File: src/rtl/intc_prio4_pkg.sv
package intc_prio4_pkg;
  localparam int LVL_W = 2;
  localparam int N_LVL = 4;
  localparam int VEC_W = 16;

  // highest set level in the in-service mask (0 if none)
  function automatic logic [LVL_W-1:0] top_level(input logic [N_LVL-1:0] act);
    logic [LVL_W-1:0] r;
    r = '0;
    for (int i = 0; i < N_LVL; i++)
      if (act[i]) r = LVL_W'(i);
    return r;
  endfunction

  // mask with the highest set bit removed
  function automatic logic [N_LVL-1:0] drop_top(input logic [N_LVL-1:0] act);
    logic [N_LVL-1:0] r;
    logic             done;
    r    = act;
    done = 1'b0;
    for (int i = N_LVL - 1; i >= 0; i--)
      if (act[i] && !done) begin
        r[i] = 1'b0;
        done = 1'b1;
      end
    return r;
  endfunction

  function automatic logic [VEC_W-1:0] vec_addr(input int base, input int step, input int idx);
    return VEC_W'(base + step * idx);
  endfunction
endpackage

File: src/rtl/intc_prio4_flags.sv
module intc_prio4_flags #(
  parameter int N_SRC = 6
) (
  input  logic             clk,
  input  logic             rst_n,
  input  logic [N_SRC-1:0] set_i,
  input  logic [N_SRC-1:0] sw_clr_i,
  input  logic [N_SRC-1:0] hw_clr_i,
  output logic [N_SRC-1:0] flags_o
);
  logic [N_SRC-1:0] flags_q;

  for (genvar i = 0; i < N_SRC; i++) begin : g_flag
    always_ff @(posedge clk or negedge rst_n) begin
      if (!rst_n)            flags_q[i] <= 1'b0;
      else if (set_i[i])     flags_q[i] <= 1'b1;
      else if (sw_clr_i[i] || hw_clr_i[i]) flags_q[i] <= 1'b0;
    end
  end

  assign flags_o = flags_q;
endmodule

File: src/rtl/intc_prio4_arb.sv
module intc_prio4_arb
  import intc_prio4_pkg::*;
#(
  parameter int N_SRC = 6,
  localparam int IDX_W = $clog2(N_SRC)
) (
  input  logic [N_SRC-1:0]       cand_i,
  input  logic [2*N_SRC-1:0]     prio_i,
  output logic                   found_o,
  output logic [LVL_W-1:0]       lvl_o,
  output logic [IDX_W-1:0]       idx_o
);
  always_comb begin
    found_o = 1'b0;
    lvl_o   = '0;
    idx_o   = '0;
    // ascending scan with strict compare keeps the lowest index on ties
    for (int i = 0; i < N_SRC; i++) begin
      if (cand_i[i] && (!found_o || prio_i[2*i +: LVL_W] > lvl_o)) begin
        found_o = 1'b1;
        lvl_o   = prio_i[2*i +: LVL_W];
        idx_o   = IDX_W'(i);
      end
    end
  end
endmodule

File: src/rtl/intc_prio4_levels.sv
module intc_prio4_levels
  import intc_prio4_pkg::*;
(
  input  logic             clk,
  input  logic             rst_n,
  input  logic             grant_i,
  input  logic [LVL_W-1:0] grant_lvl_i,
  input  logic             reti_i,
  output logic [N_LVL-1:0] active_o
);
  logic [N_LVL-1:0] act_q;
  logic [N_LVL-1:0] after_reti;
  logic [N_LVL-1:0] set_mask;

  always_comb begin
    after_reti = reti_i ? drop_top(act_q) : act_q;
    set_mask   = '0;
    if (grant_i) set_mask[grant_lvl_i] = 1'b1;
  end

  always_ff @(posedge clk or negedge rst_n) begin
    if (!rst_n) act_q <= '0;
    else        act_q <= after_reti | set_mask;
  end

  assign active_o = act_q;
endmodule

File: src/rtl/intc_prio4.sv
module intc_prio4
  import intc_prio4_pkg::*;
#(
  parameter int N_SRC      = 6,
  parameter int AUTO_CLR_N = 4,
  parameter int VEC_BASE   = 3,
  parameter int VEC_STEP   = 8
) (
  input  logic                 clk,
  input  logic                 rst_n,
  input  logic [N_SRC-1:0]     req_set_i,
  input  logic [N_SRC-1:0]     flag_clr_i,
  input  logic                 glob_en_i,
  input  logic [N_SRC-1:0]     src_en_i,
  input  logic [2*N_SRC-1:0]   prio_i,
  input  logic                 take_i,
  input  logic                 reti_i,
  output logic                 irq_o,
  output logic                 ack_o,
  output logic                 push_pc_o,
  output logic [VEC_W-1:0]     vector_o,
  output logic [LVL_W-1:0]     lvl_o,
  output logic [N_LVL-1:0]     active_o,
  output logic [N_SRC-1:0]     flags_o
);
  localparam int IDX_W = $clog2(N_SRC);

  // named internal events for the checker
  logic [N_SRC-1:0] cand;
  logic             found;
  logic [LVL_W-1:0] win_lvl;
  logic [IDX_W-1:0] win_idx;
  logic             preempt_ok;
  logic             grant;
  logic [N_SRC-1:0] auto_clr;

  intc_prio4_flags #(.N_SRC(N_SRC)) u_flags (
    .clk      (clk),
    .rst_n    (rst_n),
    .set_i    (req_set_i),
    .sw_clr_i (flag_clr_i),
    .hw_clr_i (auto_clr),
    .flags_o  (flags_o)
  );

  assign cand = flags_o & src_en_i & {N_SRC{glob_en_i}};

  intc_prio4_arb #(.N_SRC(N_SRC)) u_arb (
    .cand_i  (cand),
    .prio_i  (prio_i),
    .found_o (found),
    .lvl_o   (win_lvl),
    .idx_o   (win_idx)
  );

  assign preempt_ok = (active_o == '0) || (win_lvl > top_level(active_o));
  assign irq_o      = found && preempt_ok;
  assign grant      = take_i && irq_o;

  always_comb begin
    auto_clr = '0;
    if (grant && (32'(win_idx) < AUTO_CLR_N)) auto_clr[win_idx] = 1'b1;
  end

  intc_prio4_levels u_levels (
    .clk         (clk),
    .rst_n       (rst_n),
    .grant_i     (grant),
    .grant_lvl_i (win_lvl),
    .reti_i      (reti_i),
    .active_o    (active_o)
  );

  always_ff @(posedge clk or negedge rst_n) begin
    if (!rst_n) begin
      ack_o     <= 1'b0;
      push_pc_o <= 1'b0;
      vector_o  <= '0;
      lvl_o     <= '0;
    end else begin
      ack_o     <= grant;
      push_pc_o <= grant;
      if (grant) begin
        vector_o <= vec_addr(VEC_BASE, VEC_STEP, 32'(win_idx));
        lvl_o    <= win_lvl;
      end
    end
  end
endmodule

File: config.mk
export PLATFORM = sky130hd
export DESIGN_NAME = intc_prio4
export DESIGN_NICKNAME = d
export VERILOG_FILES = /design/src/rtl/intc_prio4_pkg.sv /design/src/rtl/intc_prio4_flags.sv /design/src/rtl/intc_prio4_arb.sv /design/src/rtl/intc_prio4_levels.sv /design/src/rtl/intc_prio4.sv
export SDC_FILE = /design/constraint.sdc
export NUM_CORES = 1
export LEC_CHECK = 0
export ABC_AREA = 1
export ABC_CLOCK_PERIOD_IN_PS = 9800
export CELL_PAD_IN_SITES_DETAIL_PLACEMENT = 1
export CELL_PAD_IN_SITES_GLOBAL_PLACEMENT = 2
export CORE_MARGIN = 5
export CORE_UTILIZATION = 22
export DETAILED_ROUTE_END_ITERATION = 10
export PLACE_DENSITY_LB_ADDON = 0.25
export RECOVER_POWER = 50
export REMOVE_ABC_BUFFERS = 1
export SYNTH_ARGS = -nofsm -noshare
export SYNTH_HDL_FRONTEND = slang
export SYNTH_SLANG_ARGS = --single-unit
File: constraint.sdc
create_clock -name clk -period 9.8 [get_ports clk]
set_input_delay 1.96 -clock clk [delete_from_list [all_inputs] [get_ports clk]]
set_output_delay 1.96 -clock clk [all_outputs]
set_load 0.03 [all_outputs]
Yosys cells after proc, flatten, opt, wreduce, memory -nomap -nowiden
Cells that the tools add are included.
Widths: inputs -> output; s select.
- add/sub/neg operators: 1
- multiplexer cells: 45
- reduce and logical (&&, ||, !) cells: 40
- $lt $le $gt $ge: 11
- bitwise logic cells: 3
- operators by type and width (operator ; count):
    $mux 1 ; 28
    $mux 2 ; 10
    $logic_and 1x1->1 ; 13
    $and 6x6->6 ; 2
    $gt 2x2->1 ; 6
    $logic_or 1x1->1 ; 12
    $reduce_bool 2->1 ; 6
    $logic_not 1->1 ; 8
    $mux 4 ; 2
    $add 2x6->7 const A ; 1
    $mux 3 ; 2
    $mux 6 ; 1
    $logic_not 4->1 ; 1
    $lt 3x4->1 const B ; 1
    $or 4x4->4 ; 1
    $demux 1 s3 ; 1
    $ge 3x1->1 const B ; 1
    $lt 2x3->1 const B ; 1
    $lt 3x3->1 const B ; 1
    $demux 1 s2 ; 1
    $ge 2x1->1 const B ; 1
- bits in registers: 29
- bits of input ports: 35

Logic depth before layout (Yosys ltp)
Gate-level depths: netlist of the first run.
- depth after elaboration: 32
- depth in mapped cells: 57

By module
A second synthesis of the first run with hierarchy kept.
- cell total of the unflattened synthesis: 233
- area total of the unflattened synthesis: 1535.2 um2
- by module, submodules not included (module ; seq. area each (um2) ; times used ; cells each ; area an instance (um2)):
    intc_prio4 ; 175.2 ; 1 ; 81 ; 584.3
    intc_prio4_arb ; 0.0 ; 1 ; 99 ; 530.5
    intc_prio4_flags ; 150.1 ; 1 ; 30 ; 240.2
    intc_prio4_levels ; 100.1 ; 1 ; 23 ; 180.2

Worst setup path before layout of the first run
Ideal clock, no wire load.
- path type: input to output
- start: input port glob_en_i
- end: output port irq_o
- setup slack: 0.410 ns
- required time: 7.840 ns
- data arrival time: 7.430 ns
- cell stages on the path: 51
- path through: nand3_2 -> inv_2 -> nand2_1 -> ha_1 -> nand2_1 -> nand2_1 -> nand2_1 -> nand2_2 -> nand2_2 -> nand2_1 -> nand2_1 -> ha_1 -> inv_1 -> o21bai_1 -> nand2_1 -> nand2_1 -> nand2_2 -> nand3_1 -> [... 15 more ...] -> or2_1 -> nand2_1 -> ha_1 -> inv_1 -> nor2_1 -> o21ai_0 -> o21ai_1 -> nand2_1 -> inv_1 -> nand2_1 -> nand2_1 -> ha_1 -> inv_1 -> nor2_1 -> o21ai_0 -> o21ai_2 -> nand2_4 -> inv_1
- cells in the longest elaborated chain, start to end: 25
- elaborated cells between the ends (all ways): 36
- RTL lines (element ; line ; source):
    start: declaration ; intc_prio4.sv:13 ; input logic glob_en_i,
    $and 6x6->6 (*) ; intc_prio4.sv:46 ; assign cand = flags_o & src_en_i & {N_SRC{glob_en_i}};
    $mux 2 / $mux 1 (equally long branches) ; intc_prio4_arb.sv:19 ; if (cand_i[i] && (!found_o || prio_i[2*i +: LVL_W] > lvl_o)) begin
    $gt 2x2->1 / $logic_not 1->1 (equally long branches) ; intc_prio4_arb.sv:19 ;
    $logic_or 1x1->1 ; intc_prio4_arb.sv:19 ;
    $logic_and 1x1->1 ; intc_prio4_arb.sv:19 ;
    $mux 2 / $mux 1 (equally long branches) ; intc_prio4_arb.sv:19 ;
    $gt 2x2->1 / $logic_not 1->1 (equally long branches) ; intc_prio4_arb.sv:19 ;
    $logic_or 1x1->1 ; intc_prio4_arb.sv:19 ;
    [... 10 more ...] ; - ;
    $gt 2x2->1 / $logic_not 1->1 (equally long branches) ; intc_prio4_arb.sv:19 ;
    $logic_or 1x1->1 ; intc_prio4_arb.sv:19 ;
    $logic_and 1x1->1 ; intc_prio4_arb.sv:19 ;
    $mux 2 (*) ; intc_prio4_arb.sv:19 ;
    via u_arb.lvl_o[1] ; intc_prio4_arb.sv:10 ; output logic [LVL_W-1:0] lvl_o,
    $gt 2x2->1 (*) ; intc_prio4.sv:56 ; assign preempt_ok = (active_o == '0) || (win_lvl > top_level(active_o));
    $logic_or 1x1->1 (*) ; intc_prio4.sv:56 ;
    $logic_and 1x1->1 (*) ; intc_prio4.sv:57 ; assign irq_o = found && preempt_ok;
    end: declaration ; intc_prio4.sv:18 ; output logic irq_o,
The timed path passes the listed nets; every way through them passes the cells marked *.

Worst setup path after layout of the first run
- start: input port glob_en_i
- end: register u_levels.act_q[3], in the netlist u_levels.active_o[3]
- cells in the longest elaborated chain, start to end: 28
- elaborated cells between the ends (all ways): 44
- RTL lines (element ; line ; source):
    $and 6x6->6 (*) ; intc_prio4.sv:46 ;
    $mux 2 / $mux 1 (equally long branches) ; intc_prio4_arb.sv:19 ;
    $gt 2x2->1 / $logic_not 1->1 (equally long branches) ; intc_prio4_arb.sv:19 ;
    $logic_or 1x1->1 ; intc_prio4_arb.sv:19 ;
    $logic_and 1x1->1 ; intc_prio4_arb.sv:19 ;
    $mux 2 / $mux 1 (equally long branches) ; intc_prio4_arb.sv:19 ;
    $gt 2x2->1 / $logic_not 1->1 (equally long branches) ; intc_prio4_arb.sv:19 ;
    $logic_or 1x1->1 ; intc_prio4_arb.sv:19 ;
    [... 13 more ...] ; - ;
    $mux 2 (*) ; intc_prio4_arb.sv:19 ;
    via u_arb.lvl_o[1] ; intc_prio4_arb.sv:10 ;
    $lt 2x3->1 (implied by the code) (tied with other cells) ; intc_prio4_levels.sv:18 ; if (grant_i) set_mask[grant_lvl_i] = 1'b1;
    $logic_and 1x1->1 (implied by the code) / $logic_or 1x1->1 (equally long branches) ; intc_prio4_levels.sv:18, intc_prio4.sv:56 ;
    $mux 1 (implied by the code) / $logic_and 1x1->1 (equally long branches) ; intc_prio4_levels.sv:18, intc_prio4.sv:57 ;
    $demux 1 s2 / $logic_and 1x1->1 (equally long branches) ; - ;
    $mux 4 (*) ; intc_prio4_levels.sv:18 ;
    $or 4x4->4 (*) ; intc_prio4_levels.sv:23 ; else act_q <= after_reti | set_mask;
    end signal: assignment ; intc_prio4_levels.sv:23 ;
    end: declaration ; intc_prio4_levels.sv:11 ; logic [N_LVL-1:0] act_q;
Marked as above.
A chain may end at the register's enable or synchronous reset.

==> summary.txt, run 1 <==
Routing
  • Total wire length: between 5000 and 6000 um
  • Vias/cell: 4.181
  • Initial DRT Pass Iterations: 4
  • Post-route ant nets: 0
  • Drt wl/cell: about 13 um
  • # DRC: 0
  • Initial drt markers: 19
  • Routed vias: between 1500 and 2000

Critical path
  • Family with the most delay on the worst path: buffers and inverters
  • Crit Path Class: in -> reg
  • Crit path max-delay cell type: ha_4
  • Worst setup SP type: input port
  • FF-to-FF setup slack: approximately 1600 ps
  • Critical Path Fanout Max: 4
  • Reg2reg path depth: 70
  • CP max stage delay: approximately 260 ps
  • CP bufs+invs: 38
  • Critical R2R Launch: u_flags.flags_o[0]
  • Worst endpoint required time: 9940 ps
  • Crit. End Element: flop
  • Critical path arrival: between 9000 and 10000 ps
  • RR Endpoint: u_levels.active_o[3]
  • Cell mode on critical path: buf_4

STA
  • Worst hold slack: 494.8 ps
  • Final Worst Setup Slack: 241.4 ps
  • Worst slew margin relative to its limit: 48.60%
  • Setup Skew: about 1.2 ps
  • Final Hold Viols: 0
  • Final setup violation count: 0
  • Tmin final: between 9000 and 10000 ps
  • Highest clock rate: between 0.1 and 0.15 GHz
  • Tcrit/Tclk final: between 90% and 100%
  • Slew Limit Fails: 0
  • Measured slew at the worst slew-check pin: 768.5 ps

Clocking
  • Clock Latency Late Sink: approximately 250 ps
  • CTS H-tree depth: 1
  • Max clock buf depth: 2
  • Clk pin slew, worst setup/hold paths: 60 ps
  • Inserted Clock Buffers: 3
  • CTS tree: done
  • Hold buffers post-CTS: 0
  • Clk sinks: 17
  • Root buffer cell: clkbuf_8

Floorplanning
  • I/O pin count: 66
  • Die area: 8737 um2
  • Core ar.: roughly 6800 um2
  • # rows: 30
  • Horiz. Die Dim: 93.47 um
  • Die height: approximately 93 um
  • Effective utilization at floorplan: 22.56%

Power
  • Comb pwr share: 66.2%
  • Net switching power: around 190 uW
  • Maximum VDD drop: around 0.15 mV
  • PD cells: approximately 150 nW/um2
  • Pwr Total: 447.6 uW
  • Pleak: roughly 1.6 nW
  • Internal power: between 200 and 300 uW
  • Sequential share of power: between 20% and 30%
  • Sw Ratio: 43.19%
  • Clock power frac: between 10% and 20%

Global route
  • GRT overflow: 0
  • Largest net degree at the start of global routing: 18
  • Total GRT Usage: roughly an eighth
  • First-pass GRT wire length: between 9000 and 10000 um
  • Vias in the first global route: around 2000
  • Antenna violations before repair: 0

Cells and area
  • Final cell count without fillers: 454
  • Synth-to-layout area growth: 98.69%
  • Fillers: around 830
  • Final nets: slightly above 400
  • Inserted Diodes: 0
  • Layout cell share with drive strength beyond 1: a little over two fifths
  • Util after Layout: 44.82%

Logic synthesis
  • Avg Inst Size Synth: between 6 and 7 um2
  • Async S/R FF share, synth: 100.0%
  • Yosys warning total: 0
  • Post-synthesis sequential area ratio: between 20% and 30%
  • Yosys cell types: 28
  • Synth Register Bits: 17
  • Post-synthesis instance total: 221
  • Number of flops mapped to enable cells by yosys: 0
  • Synth Flop Type: dfrtp_1
  • Post-Syn Area: approximately 1500 um2

Place
  • Post-DP HPWL: 4053 um
  • Worst slack at placement: -928.2 ps
  • IO Port Bufs: 54
  • Post-placement cell count: just over 400
  • Routability-driven placement congestion ratio: between 0.7 and 0.8

Job
  • Max_cap viols: 0

Hold path
  • Hold WC Path Type: reg -> reg
  • Hold Path End: vector_o[3]
  • Worst min-delay path startpoint: vector_o[3]
  • Hold Path Stages: 2

Outcome
  • Status: completed
==> metrics by stage <==
| stage | TNS [ps] | area, um2 |
|---|---|---|
| finish | 0 | 3045 |
| global route | -304.6 | 3045 |
| CTS | 0 | 2799 |
| detailed placement | -928.2 | 2404 |
| global placement | -848.3 | 2404 |
| floorplan | 0 | 1473 |
==> state kept, by name, indices dropped and copies added, names as in the netlist <==
| signal | flops |
|---|---|
| push_pc_o | 1 |
| vector_o | 4 |
| u_flags.flags_o | 6 |
| lvl_o | 2 |
| u_levels.active_o | 4 |
==> cell usage after synthesis (2+ instances only) <==
library cell,count,area share (%)
nand2_2,7,2.9
ha_1,12,9.8
buf_4,13,6.4
or2_1,3,1.2
nor2_1,10,2.4
nand3b_1,2,0.98
o21ai_1,5,1.6
o21bai_1,5,2.4
inv_1,33,8.1
inv_2,3,0.73
nand3_1,27,8.8
nand2_1,60,15
nand3_2,4,2.6
dfrtp_1,17,28
o21ai_0,7,2.3
==> cell families after synthesis <==
group / synth area share [%]
fa+ha+maj: 9.796
flops: 27.76
other cells: 0.2447
compound gates: 8.816
buf+inv: 15.43
simple gates: 37.96
==> worst reg2reg max path, delay by kind of cell, from the launching register on <==
| family | cells | cell delay (ps) |
|---|---|---|
| DFF | 1 | 430 |
| buffers and inverters | 37 | 4300 |
| adders and majority gates | 4 | 910 |
| and+or+nand+nor | 24 | 1950 |
| AOI/OAI and AO/OA | 5 | 550 |
==> power groups by stage <==
stage          clock [mW]  sequential, mW  combinational, mW
6_report           0.0517          0.0997              0.296
5_1_grt            0.0584           0.103              0.325
2_1_floorplan           0           0.139             0.0956
3_5_place_dp            0           0.101              0.239
4_1_cts            0.0541           0.100              0.279
3_3_place_gp            0           0.101              0.237
==> final cells by class <==
cell class | count | area [um2] | share of cell area [%]
Timing Repair Buffer | 136 | 1161 | 38.13
Clock buffer | 4 | 45.04 | 1.479
Multi-Input combinational cell | 164 | 1147 | 37.67
Inverter | 37 | 146.4 | 4.807
Tap cell | 96 | 120.1 | 3.944
Sequential cell | 17 | 425.4 | 13.97
==> cells in the final DEF, fill, tap and decap left out, types with 4 or more instances in the layout <==
cell type / synthesis / routed
buf_4: 13 / 81
nand2_1: 60 / 43
clkdlybuf4s50_1: 0 / 37
inv_1: 33 / 29
nand2_2: 7 / 18
nand3_1: 27 / 18
dfrtp_1: 17 / 17
nand3_2: 4 / 12
conb_1: 1 / 11
dlygate4sd3_1: 0 / 10
nand2_4: 1 / 7
nor2_1: 10 / 7
ha_4: 0 / 7
o21bai_1: 5 / 5
o21ai_1: 5 / 5
ha_1: 12 / 5
inv_2: 3 / 4
o21ai_2: 1 / 4
o21ai_0: 7 / 4
dlygate4sd2_1: 0 / 4
==> routing by layer <==
layer / track usage (%) / vias to the layer above / routed length (um)
met5: 0 / - / 0
met4: 3.419 / 0 / 31
met3: 2.816 / 4 / 332
met2: 22.28 / 47 / 2923
met1: 15.93 / 896 / 2389
li1: - / 951 / -
==> timing repair <==
action,4_1_cts,5_1_grt
setup endpoints to repair,1,3
gates resized for setup,32,46
endpoints found under the hold margin,0,0
pin swaps,35,34
buffers inserted,39,7
==> worst max path at each step <==
| stage | start | to | cells after the start |
|---|---|---|---|
| 5_1_grt | src_en_i[0] | u_levels.active_o[3] | 71 |
| 2_1_floorplan | glob_en_i | irq_o | 51 |
| 6_report | glob_en_i | u_levels.active_o[3] | 71 |
| 3_5_place_dp | glob_en_i | irq_o | 53 |
| 4_1_cts | src_en_i[0] | irq_o | 54 |
| 3_3_place_gp | glob_en_i | irq_o | 54 |
Power figures use the tool's default switching activity.
==> inputs of run 2 (changes only) <==
Settings changed: RECOVER_POWER 50 to not set.
==> run 2 against run 1 <==
  * Power grew 0.99%
  * Sequential power is essentially flat
  * Fmax is essentially flat
  * Clock skew is essentially flat
  * Routed wire length grew 0.19%
  * Sequential cell count is the same
  * Critical path depth is the same
  * Combinational power grew 1%
  * Utilization is the same
==> summary.txt, run 2 (same netlist as run 1, synthesis figures left out) <==
Outcome
  • Status: completed

Critical path
  • Critical R2R Launch: u_flags.flags_o[0]
  • Crit path max-delay cell type: ha_4
  • CP max stage delay: 260 ps (about the same)
  • Crit. End Element: flop
  • Cell mode on critical path: buf_4
  • Crit Path Class: in -> reg
  • Worst endpoint required time: 9940 ps (about the same)
  • Critical Path Fanout Max: 4 (unchanged)
  • Critical path arrival: 9700 ps (about the same)
  • Worst setup SP type: input port
  • Crit path launch: glob_en_i

Cells and area
  • Util after Layout: 44.82% (unchanged)
  • Synth-to-layout area growth: 98.69% (unchanged)
  • Max FFs per register: 6 (unchanged)
  • Most common cell after layout, fill and taps aside: buf_4
  • Final cell count without fillers: 454 (unchanged)
  • Layout cell share with drive strength beyond 1: 42.46% (unchanged)
  • Final nets: 406 (unchanged)
  • Inserted Diodes: 0 (unchanged)
  • Most frequent cells in the layout: buf_4, clkdlybuf4s50_1, nand2_1, inv_1

Routing
  • Drt wl/cell: 12.53 um (+0.19%)
  • Routed vias: 1897 (-0.053%)
  • Total wire length: 5687 um (+0.19%)
  • Post-route ant nets: 0 (unchanged)
  • Vias/cell: 4.178 (about the same)
  • Initial DRT Pass Iterations: 4 (unchanged)
  • Initial drt markers: 19 (unchanged)
  • # DRC: 0 (unchanged)

STA
  • Measured slew at the worst slew-check pin: 762.1 ps (-6.405 ps)
  • Highest clock rate: 0.1046 GHz (about the same)
  • Tcrit/Tclk final: 97.54% (about the same)
  • Setup Skew: 1.211 ps (-0.02654 ps)
  • Total negative slack: 0 ps (unchanged)
  • Tmin final: 9559 ps (+0.04000 ps)
  • Worst slew margin relative to its limit: 49.03% (+0.44 points)
  • Slew Limit Fails: 0 (unchanged)
  • Final setup violation count: 0 (unchanged)
  • Final Hold Viols: 0 (unchanged)
  • Worst hold slack: 497.0 ps (+2.201 ps)

Hold path
  • Hold WC Path Type: reg -> reg
  • Worst min-delay path startpoint: vector_o[1]

Global route
  • Vias in the first global route: 2005 (unchanged)
  • Total GRT Usage: 12.84% (unchanged)
  • Antenna violations before repair: 0 (unchanged)
  • Largest net degree at the start of global routing: 18 (unchanged)
  • GRT overflow: 0 (unchanged)
  • First-pass GRT wire length: 9052 um (unchanged)

Place
  • Post-placement cell count: 404 (unchanged)
  • IO Port Bufs: 54 (unchanged)
  • Post-DP HPWL: 4053 um (unchanged)
  • Routability-driven placement congestion ratio: 0.7382 (unchanged)

Power
  • Pwr Total: 452.0 uW (+0.99%)
  • Maximum VDD drop: 0.1530 mV (+3.0%)
  • Pleak: 1.582 nW (-0.80%)
  • PD cells: 148.4 nW/um2 (+0.99%)

Floorplanning
  • Core ar.: 6794 um2 (unchanged)
  • Die height: 93.47 um (unchanged)
  • Die area: 8737 um2 (unchanged)
  • Horiz. Die Dim: 93.47 um (unchanged)
  • Effective utilization at floorplan: 22.56% (unchanged)
  • I/O pin count: 66 (unchanged)
  • # rows: 30 (unchanged)

Clocking
  • Inserted Clock Buffers: 3 (unchanged)
  • Clk pin slew, worst setup/hold paths: 60 ps (about the same)
  • CTS H-tree depth: 1 (unchanged)
  • CTS tree: done
  • Max clock buf depth: 2 (unchanged)
  • Clk sinks: 17 (unchanged)
  • Hold buffers post-CTS: 0 (unchanged)
  • Clock Latency Late Sink: 250 ps (about the same)
  • Root buffer cell: clkbuf_8

Job
  • Max_cap viols: 0 (unchanged)
==> run 2: cell types whose count changed in the layout (fill, tap and decap cells not counted), sizes merged <==
cell           previous run  this run
clkdlybuf4s50            37        47
dlygate4sd3              10         0
==> run 2: worst paths after layout <==
path                       slack (ps)                   end  depth (start not counted)
setup / recovery                  240  u_levels.active_o[3]                         71
hold / removal                    500           vector_o[1]                          1
setup reg to reg                 1600  u_levels.active_o[3]                         70
hold reg to reg                   500           vector_o[1]                          1
max in group asynchronous        7170           vector_o[3]                          1
min in group asynchronous        2160              lvl_o[0]                          1
==> run 2: layout make-up <==
cell class,count,area (um2)
sequential,17,425.4
multi-input combinational,164,1147
tap,96,120.1
timing repair buffer,136,1161
fill,827,3749
clock buffer,4,45.04
inverter,37,146.4
==> run 2: critical path: cells and delay by family <==
family                     cells  cell delay (ps)
AOI/OAI and AO/OA              5              550
adders and majority gates      4              910
buffers and inverters         38             4410
and+or+nand+nor               24             1900
==> run 2: timing repair <==
| item | 4_1_cts | 5_1_grt |
|---|---|---|
| resized for setup | 32 | 46 |
| pin swaps | 35 | 34 |
| setup buffers | 39 | 7 |
| setup endpoints to repair | 1 | 3 |
| cloned | 0 | 0 |
==> run 2: power by group <==
group	internal, mW	switching [mW]	leakage, nW	total [mW]
clock network	0.0288	0.0229	0.0228	0.0517
registers	0.0880	0.0122	0.203	0.100
logic	0.141	0.159	1.36	0.300
==> run 2: stage by stage <==
stage               area (um2)  setup slack, ps
finish                    3045            241.3
floorplan                 1473            409.8
CTS                       2799            1.597
detailed placement        2404           -928.2
global placement          2404           -848.3
global route              3045           -107.3
==> run 2: routing by layer <==
layer / track usage, % / wire length, um
met2: 22.28 / 2915
met1: 15.93 / 2413
met3: 2.816 / 326
met4: 3.419 / 31
met5: 0 / 0
